===== config.mk =====
export PLATFORM = sky130hd
export DESIGN_NAME = xmc_mode_ctrl
export DESIGN_NICKNAME = d
export VERILOG_FILES = /design/src/rtl/xmc_pkg.sv /design/src/rtl/xmc_clk_src.sv /design/src/rtl/xmc_tx_route.sv /design/src/rtl/xmc_rx_route.sv /design/src/rtl/xmc_ref_guard.sv /design/src/rtl/xmc_upd_reg.sv /design/src/rtl/xmc_mode_ctrl.sv
export SDC_FILE = /design/constraint.sdc
export NUM_CORES = 1
export LEC_CHECK = 0
export BUFFER_PORTS_ARGS = -buffer_cell sky130_fd_sc_hd__buf_2
export CORE_MARGIN = 3
export CORE_UTILIZATION = 37
export CTS_BUF_LIST = sky130_fd_sc_hd__clkbuf_8
export DETAILED_ROUTE_END_ITERATION = 10
export HOLD_SLACK_MARGIN = 0.1
export PLACE_DENSITY = 0.77
export SYNTH_ARGS = -nofsm -noshare
export SYNTH_HDL_FRONTEND = slang
export SYNTH_SLANG_ARGS = --single-unit

===== constraint.sdc =====
create_clock -name clk_i -period 1.3 [get_ports clk_i]
set_clock_uncertainty 0.2 [all_clocks]
set_input_delay 0.26 -clock clk_i [delete_from_list [all_inputs] [get_ports clk_i]]
set_output_delay 0.26 -clock clk_i [all_outputs]
set_load 0.01 [all_outputs]

===== src/rtl/xmc_pkg.sv =====
package xmc_pkg;
  localparam int TAG_W   = 4;
  localparam int NUM_SEL = 7;

  localparam int SEL_SER_DATA = 0;
  localparam int SEL_SER_CLK  = 1;
  localparam int SEL_CRU_IN   = 2;
  localparam int SEL_DES_IN   = 3;
  localparam int SEL_PAR_DATA = 4;
  localparam int SEL_PAR_CLK  = 5;
  localparam int SEL_PLL_REF  = 6;

  typedef enum logic [TAG_W-1:0] {
    T_SER_OUT    = 4'd0,
    T_LINE_PIN   = 4'd1,
    T_LINE_REC   = 4'd2,
    T_LINE_EXT   = 4'd3,
    T_DESER      = 4'd4,
    T_TX_BUS     = 4'd5,
    T_CLK_SYN    = 4'd6,
    T_CLK_RX_REC = 4'd7,
    T_CLK_RX_EXT = 4'd8,
    T_CLK_SYN_D8 = 4'd9,
    T_CLK_RX_D8  = 4'd10,
    T_CLK_TX_BYT = 4'd11,
    T_CLK_REFPIN = 4'd12
  } tag_e;

  function automatic logic [TAG_W-1:0] reset_tag(int idx);
    case (idx)
      SEL_SER_DATA: return T_SER_OUT;
      SEL_SER_CLK:  return T_CLK_SYN;
      SEL_CRU_IN:   return T_LINE_PIN;
      SEL_DES_IN:   return T_LINE_REC;
      SEL_PAR_DATA: return T_DESER;
      SEL_PAR_CLK:  return T_CLK_RX_D8;
      default:      return T_CLK_REFPIN;
    endcase
  endfunction
endpackage


===== src/rtl/xmc_clk_src.sv =====
module xmc_clk_src
  import xmc_pkg::*;
(
  input  logic lt0_i,
  input  logic byp_i,
  output tag_e rx_data_o,
  output tag_e rx_clk_o,
  output tag_e syn_clk_o,
  output tag_e syn_div_o
);
  always_comb begin
    rx_data_o = byp_i ? T_LINE_EXT : T_LINE_REC;
    rx_clk_o  = byp_i ? T_CLK_RX_EXT : T_CLK_RX_REC;
    // loop timing 0: receive clock stands in for the synthesizer
    syn_clk_o = lt0_i ? rx_clk_o : T_CLK_SYN;
    syn_div_o = lt0_i ? T_CLK_RX_D8 : T_CLK_SYN_D8;
  end
endmodule


===== src/rtl/xmc_tx_route.sv =====
module xmc_tx_route
  import xmc_pkg::*;
(
  input  logic fac_i,
  input  tag_e rx_data_i,
  input  tag_e rx_clk_i,
  input  tag_e syn_clk_i,
  output tag_e ser_data_o,
  output tag_e ser_clk_o
);
  always_comb begin
    ser_data_o = fac_i ? rx_data_i : T_SER_OUT;
    ser_clk_o  = fac_i ? rx_clk_i  : syn_clk_i;
  end
endmodule


===== src/rtl/xmc_rx_route.sv =====
module xmc_rx_route
  import xmc_pkg::*;
(
  input  logic fac_i,
  input  logic eq_i,
  input  logic cru_eq_i,
  input  tag_e rx_data_i,
  input  tag_e syn_div_i,
  output tag_e cru_in_o,
  output tag_e des_in_o,
  output tag_e par_data_o,
  output tag_e par_clk_o
);
  logic split;
  assign split = fac_i & eq_i;

  always_comb begin
    cru_in_o   = cru_eq_i ? T_SER_OUT : T_LINE_PIN;
    // in split mode the deserializer keeps line data; the byte bus bypasses it
    des_in_o   = (eq_i && !fac_i) ? T_SER_OUT : rx_data_i;
    par_data_o = split ? T_TX_BUS : T_DESER;
    if (split)     par_clk_o = T_CLK_TX_BYT;
    else if (eq_i) par_clk_o = syn_div_i;
    else           par_clk_o = T_CLK_RX_D8;
  end
endmodule


===== src/rtl/xmc_ref_guard.sv =====
module xmc_ref_guard
  import xmc_pkg::*;
(
  input  logic lt1_i,
  input  logic los_i,
  input  logic eq_i,
  output tag_e pll_ref_o
);
  logic lt1_ok;
  // never reference the multiplier to a clock it may itself be driving
  assign lt1_ok    = lt1_i & ~los_i & ~eq_i;
  assign pll_ref_o = lt1_ok ? T_CLK_RX_D8 : T_CLK_REFPIN;
endmodule


===== src/rtl/xmc_upd_reg.sv =====
module xmc_upd_reg #(
  parameter int             W   = 4,
  parameter logic [W-1:0]   RST = '0
) (
  input  logic         clk_i,
  input  logic         rst_ni,
  input  logic         en_i,
  input  logic [W-1:0] d_i,
  output logic [W-1:0] q_o
);
  always_ff @(posedge clk_i or negedge rst_ni) begin
    if (!rst_ni)   q_o <= RST;
    else if (en_i) q_o <= d_i;
  end
endmodule


===== src/rtl/xmc_mode_ctrl.sv =====
module xmc_mode_ctrl
  import xmc_pkg::*;
(
  input  logic             clk_i,
  input  logic             rst_ni,
  input  logic             update_i,
  input  logic             fac_loop_i,
  input  logic             eq_loop_i,
  input  logic             cru_eq_loop_i,
  input  logic             loop_time0_i,
  input  logic             loop_time1_i,
  input  logic             cru_bypass_i,
  input  logic             los_i,
  output logic [TAG_W-1:0] ser_data_src_o,
  output logic [TAG_W-1:0] ser_clk_src_o,
  output logic [TAG_W-1:0] cru_in_src_o,
  output logic [TAG_W-1:0] des_in_src_o,
  output logic [TAG_W-1:0] par_data_src_o,
  output logic [TAG_W-1:0] par_clk_src_o,
  output logic [TAG_W-1:0] pll_ref_src_o
);
  tag_e rx_data, rx_clk, syn_clk, syn_div;
  tag_e nxt [NUM_SEL];
  logic [TAG_W-1:0] sel_q [NUM_SEL];

  xmc_clk_src u_clk_src (
    .lt0_i     (loop_time0_i),
    .byp_i     (cru_bypass_i),
    .rx_data_o (rx_data),
    .rx_clk_o  (rx_clk),
    .syn_clk_o (syn_clk),
    .syn_div_o (syn_div)
  );

  xmc_tx_route u_tx_route (
    .fac_i      (fac_loop_i),
    .rx_data_i  (rx_data),
    .rx_clk_i   (rx_clk),
    .syn_clk_i  (syn_clk),
    .ser_data_o (nxt[SEL_SER_DATA]),
    .ser_clk_o  (nxt[SEL_SER_CLK])
  );

  xmc_rx_route u_rx_route (
    .fac_i      (fac_loop_i),
    .eq_i       (eq_loop_i),
    .cru_eq_i   (cru_eq_loop_i),
    .rx_data_i  (rx_data),
    .syn_div_i  (syn_div),
    .cru_in_o   (nxt[SEL_CRU_IN]),
    .des_in_o   (nxt[SEL_DES_IN]),
    .par_data_o (nxt[SEL_PAR_DATA]),
    .par_clk_o  (nxt[SEL_PAR_CLK])
  );

  xmc_ref_guard u_ref_guard (
    .lt1_i     (loop_time1_i),
    .los_i     (los_i),
    .eq_i      (eq_loop_i),
    .pll_ref_o (nxt[SEL_PLL_REF])
  );

  for (genvar g = 0; g < NUM_SEL; g++) begin : g_sel
    xmc_upd_reg #(
      .W   (TAG_W),
      .RST (reset_tag(g))
    ) u_reg (
      .clk_i  (clk_i),
      .rst_ni (rst_ni),
      .en_i   (update_i),
      .d_i    (nxt[g]),
      .q_o    (sel_q[g])
    );
  end

  assign ser_data_src_o = sel_q[SEL_SER_DATA];
  assign ser_clk_src_o  = sel_q[SEL_SER_CLK];
  assign cru_in_src_o   = sel_q[SEL_CRU_IN];
  assign des_in_src_o   = sel_q[SEL_DES_IN];
  assign par_data_src_o = sel_q[SEL_PAR_DATA];
  assign par_clk_src_o  = sel_q[SEL_PAR_CLK];
  assign pll_ref_src_o  = sel_q[SEL_PLL_REF];

  AST_HOLD_SER: assert property (@(posedge clk_i) disable iff (!rst_ni)
    !update_i |=> $stable(ser_data_src_o) && $stable(ser_clk_src_o));
  AST_HOLD_RX: assert property (@(posedge clk_i) disable iff (!rst_ni)
    !update_i |=> $stable(des_in_src_o) && $stable(par_clk_src_o) && $stable(pll_ref_src_o));
  AST_FAC_ROUTE: assert property (@(posedge clk_i) disable iff (!rst_ni)
    update_i && fac_loop_i |=> ser_data_src_o inside {T_LINE_REC, T_LINE_EXT});
  AST_EQ_DES: assert property (@(posedge clk_i) disable iff (!rst_ni)
    update_i && eq_loop_i && !fac_loop_i |=> des_in_src_o == T_SER_OUT);
  AST_SPLIT_BUS: assert property (@(posedge clk_i) disable iff (!rst_ni)
    update_i && eq_loop_i && fac_loop_i |=> par_data_src_o == T_TX_BUS);
  AST_LT0_NO_SYN: assert property (@(posedge clk_i) disable iff (!rst_ni)
    update_i && loop_time0_i |=> ser_clk_src_o != T_CLK_SYN);
  AST_REF_GUARD: assert property (@(posedge clk_i) disable iff (!rst_ni)
    update_i && (los_i || eq_loop_i) |=> pll_ref_src_o == T_CLK_REFPIN);
endmodule


# Word-level counts from Yosys, hierarchy flattened
# Cells that the tools add are included.
[totals]
ff_bits = 28
latch_bits = 0
ramBits = 0
rom_bits = 0
in_bits = 10
word_cells = 26
mem_count = 0
[classes]
n_addsub = 0
mul = 0
div = 0
magnitude_cmp = 0
eq_ne = 0
n_shift = 0
muxes = 12
n_bitwise = 5
n_reduce_logical = 2
[op_table]
columns = ["cell", "n"]
rows = [
  ["two-way mux 4 bit", 4],
  ["two-way mux 2 bit", 4],
  ["AND 1 bit", 3],
  ["two-way mux 1 bit", 3],
  ["two-way mux 3 bit", 1],
  ["NOT 1 bit", 2],
  ["logical AND 1 bit", 1],
  ["logical NOT 1 bit", 1],
]

# Depth between registers and ports, before layout
# Gate-level depths: netlist of the first run.
[depth]
ltp_word = 4
mapped_depth = 4

# Cells and area by module
# From an unflattened synthesis of the first run, not the netlist that was laid out.
[hier_totals]
hier_cells = 111
hier_area_um2 = 1431.4
[modules_own_cells]
columns = ["module", "n_inst", "cells_each", "area_each_um2", "seq_area_each_um2"]
rows = [
  ["xmc_upd_reg at g_sel[1].u_reg ...", 3, 8, 147.6, 102.6],
  ["xmc_upd_reg at g_sel[2].u_reg ...", 3, 8, 146.4, 101.3],
  ["xmc_upd_reg at g_sel[0].u_reg", 1, 8, 145.1, 100.1],
  ["xmc_rx_route", 1, 21, 142.6, 0.0],
  ["xmc_clk_src", 1, 18, 113.9, 0.0],
  ["xmc_tx_route", 1, 9, 101.3, 0.0],
  ["xmc_ref_guard", 1, 7, 46.3, 0.0],
]

# Worst setup path before layout of the first run
# OpenSTA, ideal clock, no wires.
[synth_path]
path_kind = "register -> output"
from = "register g_sel[1].u_reg.q_o[2]"
to = "output port ser_clk_src_o[2]"
arrival_time_ns = 0.662
required_ns = 0.840
slack_ns = 0.178
path_stages_with_launch = 2
n_path_buf = 1
path_cell_list = "dfstp_2 -> buf_4"
[synth_lines]
columns = ["element", "line", "source"]
rows = [
  ["from (decl)", "xmc_upd_reg.sv:9", "output logic [W-1:0] q_o"],
  ["from (signal assigned)", "xmc_upd_reg.sv:13", "else if (en_i) q_o <= d_i;"],
  ["to (decl)", "xmc_mode_ctrl.sv:15", "output logic [TAG_W-1:0] ser_clk_src_o,"],
]
# No word-level cell between the ends.

==> results_dict.tcl, run 1 <==
set metrics [dict create \
    grt_max_degree 16 \
    cts_buffer_depth 2 \
    nets 104 \
    syn_to_final_growth_pct 29.42 \
    drt_wl_total_um 1234 \
    track_usage_pct 11.08 \
    coreArea_um2 1612 \
    port_buffers 23 \
    top_regs "g_sel.u_reg.q_o (13)" \
    yosysWarnings 0 \
    worstSetupPathType "reg -> out" \
    power.switching_mw 0.2441 \
    num_vias 484 \
    worstHoldPathType "in -> reg" \
    drc_errors 0 \
    gp_congestion 0.7918 \
    cts_tree "built" \
    critPathBufInv 1 \
    cap_violations 0 \
    fill_cells 151 \
    max_stage_delay_ns 0.55 \
    path_cells "buf_6" \
    clock_latency_ns 0.23 \
    slew_violations 0 \
    io_pins 38 \
    vdd_ir_drop_max_v 0.0004652 \
    antenna_found_initial 0 \
    grt_pass1_wl_um 2007 \
    dpl_cell_area_um2 732.0 \
    fp.dieW_um 48.62 \
    p_leak_nw 0.4495 \
    drive_above_1_share_pct 39.78 \
    ant_nets 0 \
    failed_checks "setup timing" \
    synthArstFlopShare_pct 100.0 \
    synth_ff_type "dfrtp_1" \
    h-tree-depth 1 \
    finalCritPeriodShare_pct 104.0 \
    slowest_stage "dfstp_2" \
    p_sw_share_pct 24.70 \
    wl_per_cell_um 10.55 \
    stdcell_area_um2 869.6 \
    combPwrFrac_pct 18.9 \
    drt_iter0_markers 4 \
    dieArea_um2 2363 \
    synth_area_um2 671.9 \
    grt_pass1_vias 455 \
    synth-seq-area-share_pct 49.35 \
    hpwl_um 948.4 \
    final_cells 117 \
    postSynthAreaPerCell_um2 10.50 \
    cts_num_sinks 13 \
    status "finished, violations left" \
    synthCells 64 \
    clk_pin_slew_worst_paths_ns 0.05 \
    yosys.area.top_type "dfrtp_1" \
    cp.required_ns 0.84 \
    crit_fanout 3 \
    ys_ff_latch 13 \
    path_delay_family "flip-flops" \
    clkPwrFrac_pct 33.8 \
    grt-ovfl-total 0 \
    cts_made_buffers 3 \
    p_int_mw 0.7445 \
    timing.final.ws_setup_ns -0.05172 \
    largest_reg_flops 13 \
    first_pass_iters 4 \
    diodes 0 \
    finalSetupViolations 6 \
    via_per_inst 4.137 \
    start_kind "register" \
    cts-root-buf "clkbuf_8" \
    start_util_pct 41.69 \
    dp_cells 107 \
    synth_cell_types 23 \
    arrival_ns 0.89 \
    row_count 14 \
    synth_edf_count 0 \
    finalHoldViolCount 0 \
    endpoint_kind "primary output" \
    chipHeight_um 48.62 \
    p_per_area_nw_per_um2 1137 \
    regMostFlops "g_sel.u_reg.q_o" \
    synth_top_area_share_pct 29.80 \
    clock.fmax_mhz 739.8 \
    seqPwrFrac_pct 47.4 \
    rsz0062_at_grt "yes" \
    period_needed_ns 1.352 \
    synthTopCellsByArea "dfrtp_1, dfstp_2, buf_4, nor4bb_4, o21ai_0" \
]
## synthesized netlist by cell type, types with 2 or more instances
master	n
dfstp_2	5
nor2_1	5
nand3_1	2
o2bb2ai_1	2
o21ai_0	4
nor2b_1	2
nand2b_1	2
inv_1	4
buf_4	15
conb_1	2
nand2_1	2
dfrtp_1	8
## final timing paths
kind,start,cells after the start,slack (ns),to
setup / recovery,g_sel[1].u_reg.q_o[2],1,-0.05,ser_clk_src_o[1]
hold / removal,eq_loop_i,3,0.11,g_sel[5].u_reg.q_o[0]
setup reg to reg,g_sel[5].u_reg.q_o[1],3,0.23,g_sel[5].u_reg.q_o[1]
hold reg to reg,g_sel[3].u_reg.q_o[0],1,0.29,g_sel[3].u_reg.q_o[0]
max in group asynchronous,rst_ni,2,0.39,g_sel[6].u_reg.q_o[2]
min in group asynchronous,rst_ni,2,0.24,g_sel[1].u_reg.q_o[0]
## power by group through the flow
stage	combinational (mW)	clock, mW	sequential, mW
2_1_floorplan	0.106	0	0.488
3_3_place_gp	0.154	0	0.469
3_5_place_dp	0.157	0	0.471
4_1_cts	0.186	0.348	0.469
5_1_grt	0.204	0.369	0.474
6_report	0.186	0.334	0.468
## cell usage in the layout, fill, tap and decap left out, types with 3 or more instances in the layout
cell	count
dlygate4sd3_1	4
dfstp_2	5
dfrtp_1	8
buf_6	6
inv_1	5
conb_1	14
clkbuf_8	3
nor2_1	5
buf_2	17
o21ai_0	4
buf_4	3
## cells by family (layout without fill, tap and decap cells)
family	after synthesis	in the layout	share of synthesized area, %
muxes	1	1	1.676
DFF	13	13	49.35
AOI/OAI and AO/OA	12	12	11.73
buffers and inverters	22	39	23.28
other	2	14	1.118
and+or+nand+nor	14	14	12.85
## layout make-up
class,instances,area (um^2),area share (%)
flip-flops and latches,13,331.6,38.13
multi-input cells,41,229.0,26.33
repair buffers,30,215.2,24.75
clock buffers,3,41.29,4.748
well taps,24,30.03,3.453
inverters,5,18.77,2.158
clock inverters,1,3.754,0.4317
## per-layer routing
layer | track usage, % | wire length [um] | share of wire, % | up-vias
met1 | 12.05 | 515 | 42 | 225
met3 | 3.374 | 114 | 9.2 | 0
met4 | 5.687 | 0 | 0 | 0
li1 | - | - | - | 234
met5 | 0 | 0 | 0 | -
met2 | 19.23 | 604 | 49 | 25
## through the flow
stage	utilization (%)	power (mW)	setup slack (ns)	hold WS, ns	setup TNS, ns
after CTS	53.49	1.002	-0.06363	0.1027	-0.2471
after global routing	53.96	1.047	-0.09288	0.1211	-0.3784
after global placement	45.42	0.6236	0.1336	-0.04657	0
after detailed placement	45.42	0.6285	0.1070	-0.04187	0
final	53.96	0.9886	-0.05172	0.1073	-0.1883
after floorplan	-	0.5940	0.1784	-0.2356	0
## repair_timing
action / 4_1_cts / 5_1_grt
buffers inserted: 1 / 1
setup endpoints to repair: 6 / 6
resized for setup: 6 / 0
hold buffers: 4 / 0
hold endpoints to repair: 17 / 0
(Power assumes the default switching activity.)
==> run 2, diff against run 1 <==
--- a/config.mk
+++ b/config.mk
@@ -5,13 +5,14 @@
 export SDC_FILE = /design/constraint.sdc
 export NUM_CORES = 1
 export LEC_CHECK = 0
+export ABC_AREA = 1
 export BUFFER_PORTS_ARGS = -buffer_cell sky130_fd_sc_hd__buf_2
 export CORE_MARGIN = 3
-export CORE_UTILIZATION = 37
+export CORE_UTILIZATION = 44
 export CTS_BUF_LIST = sky130_fd_sc_hd__clkbuf_8
 export DETAILED_ROUTE_END_ITERATION = 10
 export HOLD_SLACK_MARGIN = 0.1
-export PLACE_DENSITY = 0.77
+export PLACE_DENSITY = 0.88
 export SYNTH_ARGS = -nofsm -noshare
 export SYNTH_HDL_FRONTEND = slang
 export SYNTH_SLANG_ARGS = --single-unit
==> run 2 against run 1 <==
- via count rose by 8.7%
- cell area is 1.7% lower
- total power rose by 1.8%
- combinational power grew 3%
- non-clock buffer count down 1
- largest power group unchanged
- largest cell class unchanged
- the flow still finishes with violations (setup timing)
- first-iteration DRC count rose by 50%
- routed wire length grew 2.8%
- clock-buffer cell count did not move
==> results_dict.tcl, run 2 <==
set metrics [dict create \
    row_count 13 \
    synth-seq-area-share_pct 48.98 \
    grt_pass1_vias 475 \
    cp.required_ns 0.84 \
    port_buffers 23 \
    final_cells 121 \
    synthCells 78 \
    period_needed_ns 1.355 \
    cts_made_buffers 3 \
    dp_slack_ns 0.1534 \
    dp_cells 111 \
    ys_ff_latch 13 \
    critPathBufInv 1 \
    antenna_found_initial 0 \
    worstSetupPathType "reg -> out" \
    slew_violations 0 \
    failed_checks "setup timing" \
    endpoint_kind "primary output" \
    synth_cell_types 13 \
    clock_latency_ns 0.24 \
    first_pass_iters 4 \
    via_per_inst 4.347 \
    reg2reg_from "g_sel[5].u_reg.q_o[1]" \
    finalCritPeriodShare_pct 104.2 \
    synth_top_area_share_pct 29.57 \
    finalHoldViolCount 0 \
    h-tree-depth 1 \
    start_util_pct 49.54 \
    vdd_ir_drop_max_v 0.0007507 \
    drt_wl_total_um 1268 \
    grt-ovfl-total 0 \
    mostFrequentLayoutCells "nand2_1, buf_2, conb_1" \
    grt_pass1_wl_um 1959 \
    synthArstFlopShare_pct 100.0 \
    startpoint "g_sel[1].u_reg.q_o[2]" \
    synth_ff_type "dfrtp_1" \
    dieArea_um2 2045 \
    regMostFlops "g_sel.u_reg.q_o" \
    gp_congestion 0.7963 \
    synthTopCellsByArea "dfrtp_1, dfstp_2, buf_4, nand2_1, o21ai_2" \
    diodes 0 \
    cts_num_sinks 13 \
    crit_fanout 3 \
    largest_reg_flops 13 \
    arrival_ns 0.90 \
    status "finished, violations left" \
    start_kind "register" \
    path_cells "buf_2" \
    wl_per_cell_um 10.48 \
    drive_above_1_share_pct 36.79 \
    coreArea_um2 1366 \
    syn_to_final_growth_pct 26.25 \
    ff2ff_setup_slack_ns 0.31 \
    cts_buffer_depth 2 \
    worstHoldPathType "in -> reg" \
    yosysWarnings 0 \
    grt_max_degree 14 \
    slowest_stage "dfstp_2" \
    timing.final.ws_setup_ns -0.05520 \
    drt_iter0_markers 6 \
    hpwl_um 910.1 \
    synth_common_cells "nand2_1, buf_4, dfrtp_1, nor2_1" \
    rsz0062_at_grt "yes" \
    chipHeight_um 45.22 \
    mostFrequentLayoutCell "nand2_1" \
    clk_pin_slew_worst_paths_ns 0.05 \
    num_vias 526 \
    yosys.area.top_type "dfrtp_1" \
    postSynthAreaPerCell_um2 8.678 \
    top_regs "g_sel.u_reg.q_o (13)" \
    ant_nets 0 \
    finalSetupViolations 6 \
    yosysMostFrequentCell "nand2_1" \
    track_usage_pct 13.59 \
    fp.dieW_um 45.22 \
    synth_area_um2 676.9 \
    nets 117 \
    path_delay_family "flip-flops" \
    synth_edf_count 0 \
    min-delay-start "los_i" \
    drc_errors 0 \
    p_per_area_nw_per_um2 1178 \
    p_leak_nw 0.4827 \
    cts-root-buf "clkbuf_8" \
    holdWs_ns 0.08577 \
    cap_violations 0 \
    cts_tree "built" \
    clock.fmax_mhz 737.9 \
    max_stage_delay_ns 0.53 \
    io_pins 38 \
]
-- run 2: final timing paths --
path	end	cells past startpoint
min reg2reg	g_sel[3].u_reg.q_o[0]	2
min in group asynchronous	g_sel[3].u_reg.q_o[0]	2
max	ser_clk_src_o[2]	1
min	g_sel[6].u_reg.q_o[1]	4
max in group asynchronous	g_sel[2].u_reg.q_o[0]	2
max reg2reg	g_sel[5].u_reg.q_o[1]	3
-- run 2: final cells by class --
class	count	area (um^2)
Tap cell	15	18.77
Clock buffer	3	41.29
Sequential cell	13	331.6
Fill cell	126	511.7
Multi-Input combinational cell	54	239.0
Timing Repair Buffer	29	197.7
Clock inverter	1	3.754
Inverter	6	22.52
-- run 2: worst min-delay path, delay by kind of cell --
family                 cells  cell delay, ns
AOI/OAI and AO/OA          1            0.06
buffers and inverters      2            0.11
and+or+nand+nor            1            0.06
-- run 2: repair_timing --
action	in CTS	in global routing
gates resized for setup	4	4
endpoints found under the hold margin	18	0
setup endpoints to repair	6	8
setup buffers	0	1
hold buffers	5	0
-- run 2: kinds of logic (layout without fill, tap and decap cells) --
family | count (synthesis) | in the layout | synth area share, %
buffers and inverters | 23 | 39 | 23.29
other | 2 | 14 | 1.109
AOI/OAI and AO/OA | 5 | 5 | 5.361
DFF | 13 | 13 | 48.98
and+or+nand+nor | 35 | 35 | 21.26
-- run 2: metal layers --
layer	vias up	wire (um)	global-route usage [%]
met5	-	0	0
met4	0	34	10.53
met3	5	129	1.992
met2	29	582	22.03
met1	227	523	15.91
li1	265	-	-
-- run 2: through the flow --
step	instance area (um^2)	util (%)	total power, mW	setup TNS [ns]
2_1_floorplan	721.9	-	0.6047	0
3_3_place_gp	720.7	52.75	0.6325	0
3_5_place_dp	720.7	52.75	0.6364	0
4_1_cts	840.8	61.54	1.005	-0.2818
5_1_grt	854.6	62.55	1.052	-0.3463
6_report	854.6	62.55	1.006	-0.2439
-- run 2: power breakdown --
group          switching [mW]  internal (mW)
Combinational           0.110         0.0815
Clock                   0.137          0.208
Sequential             0.0197          0.450
Total                   0.267          0.740
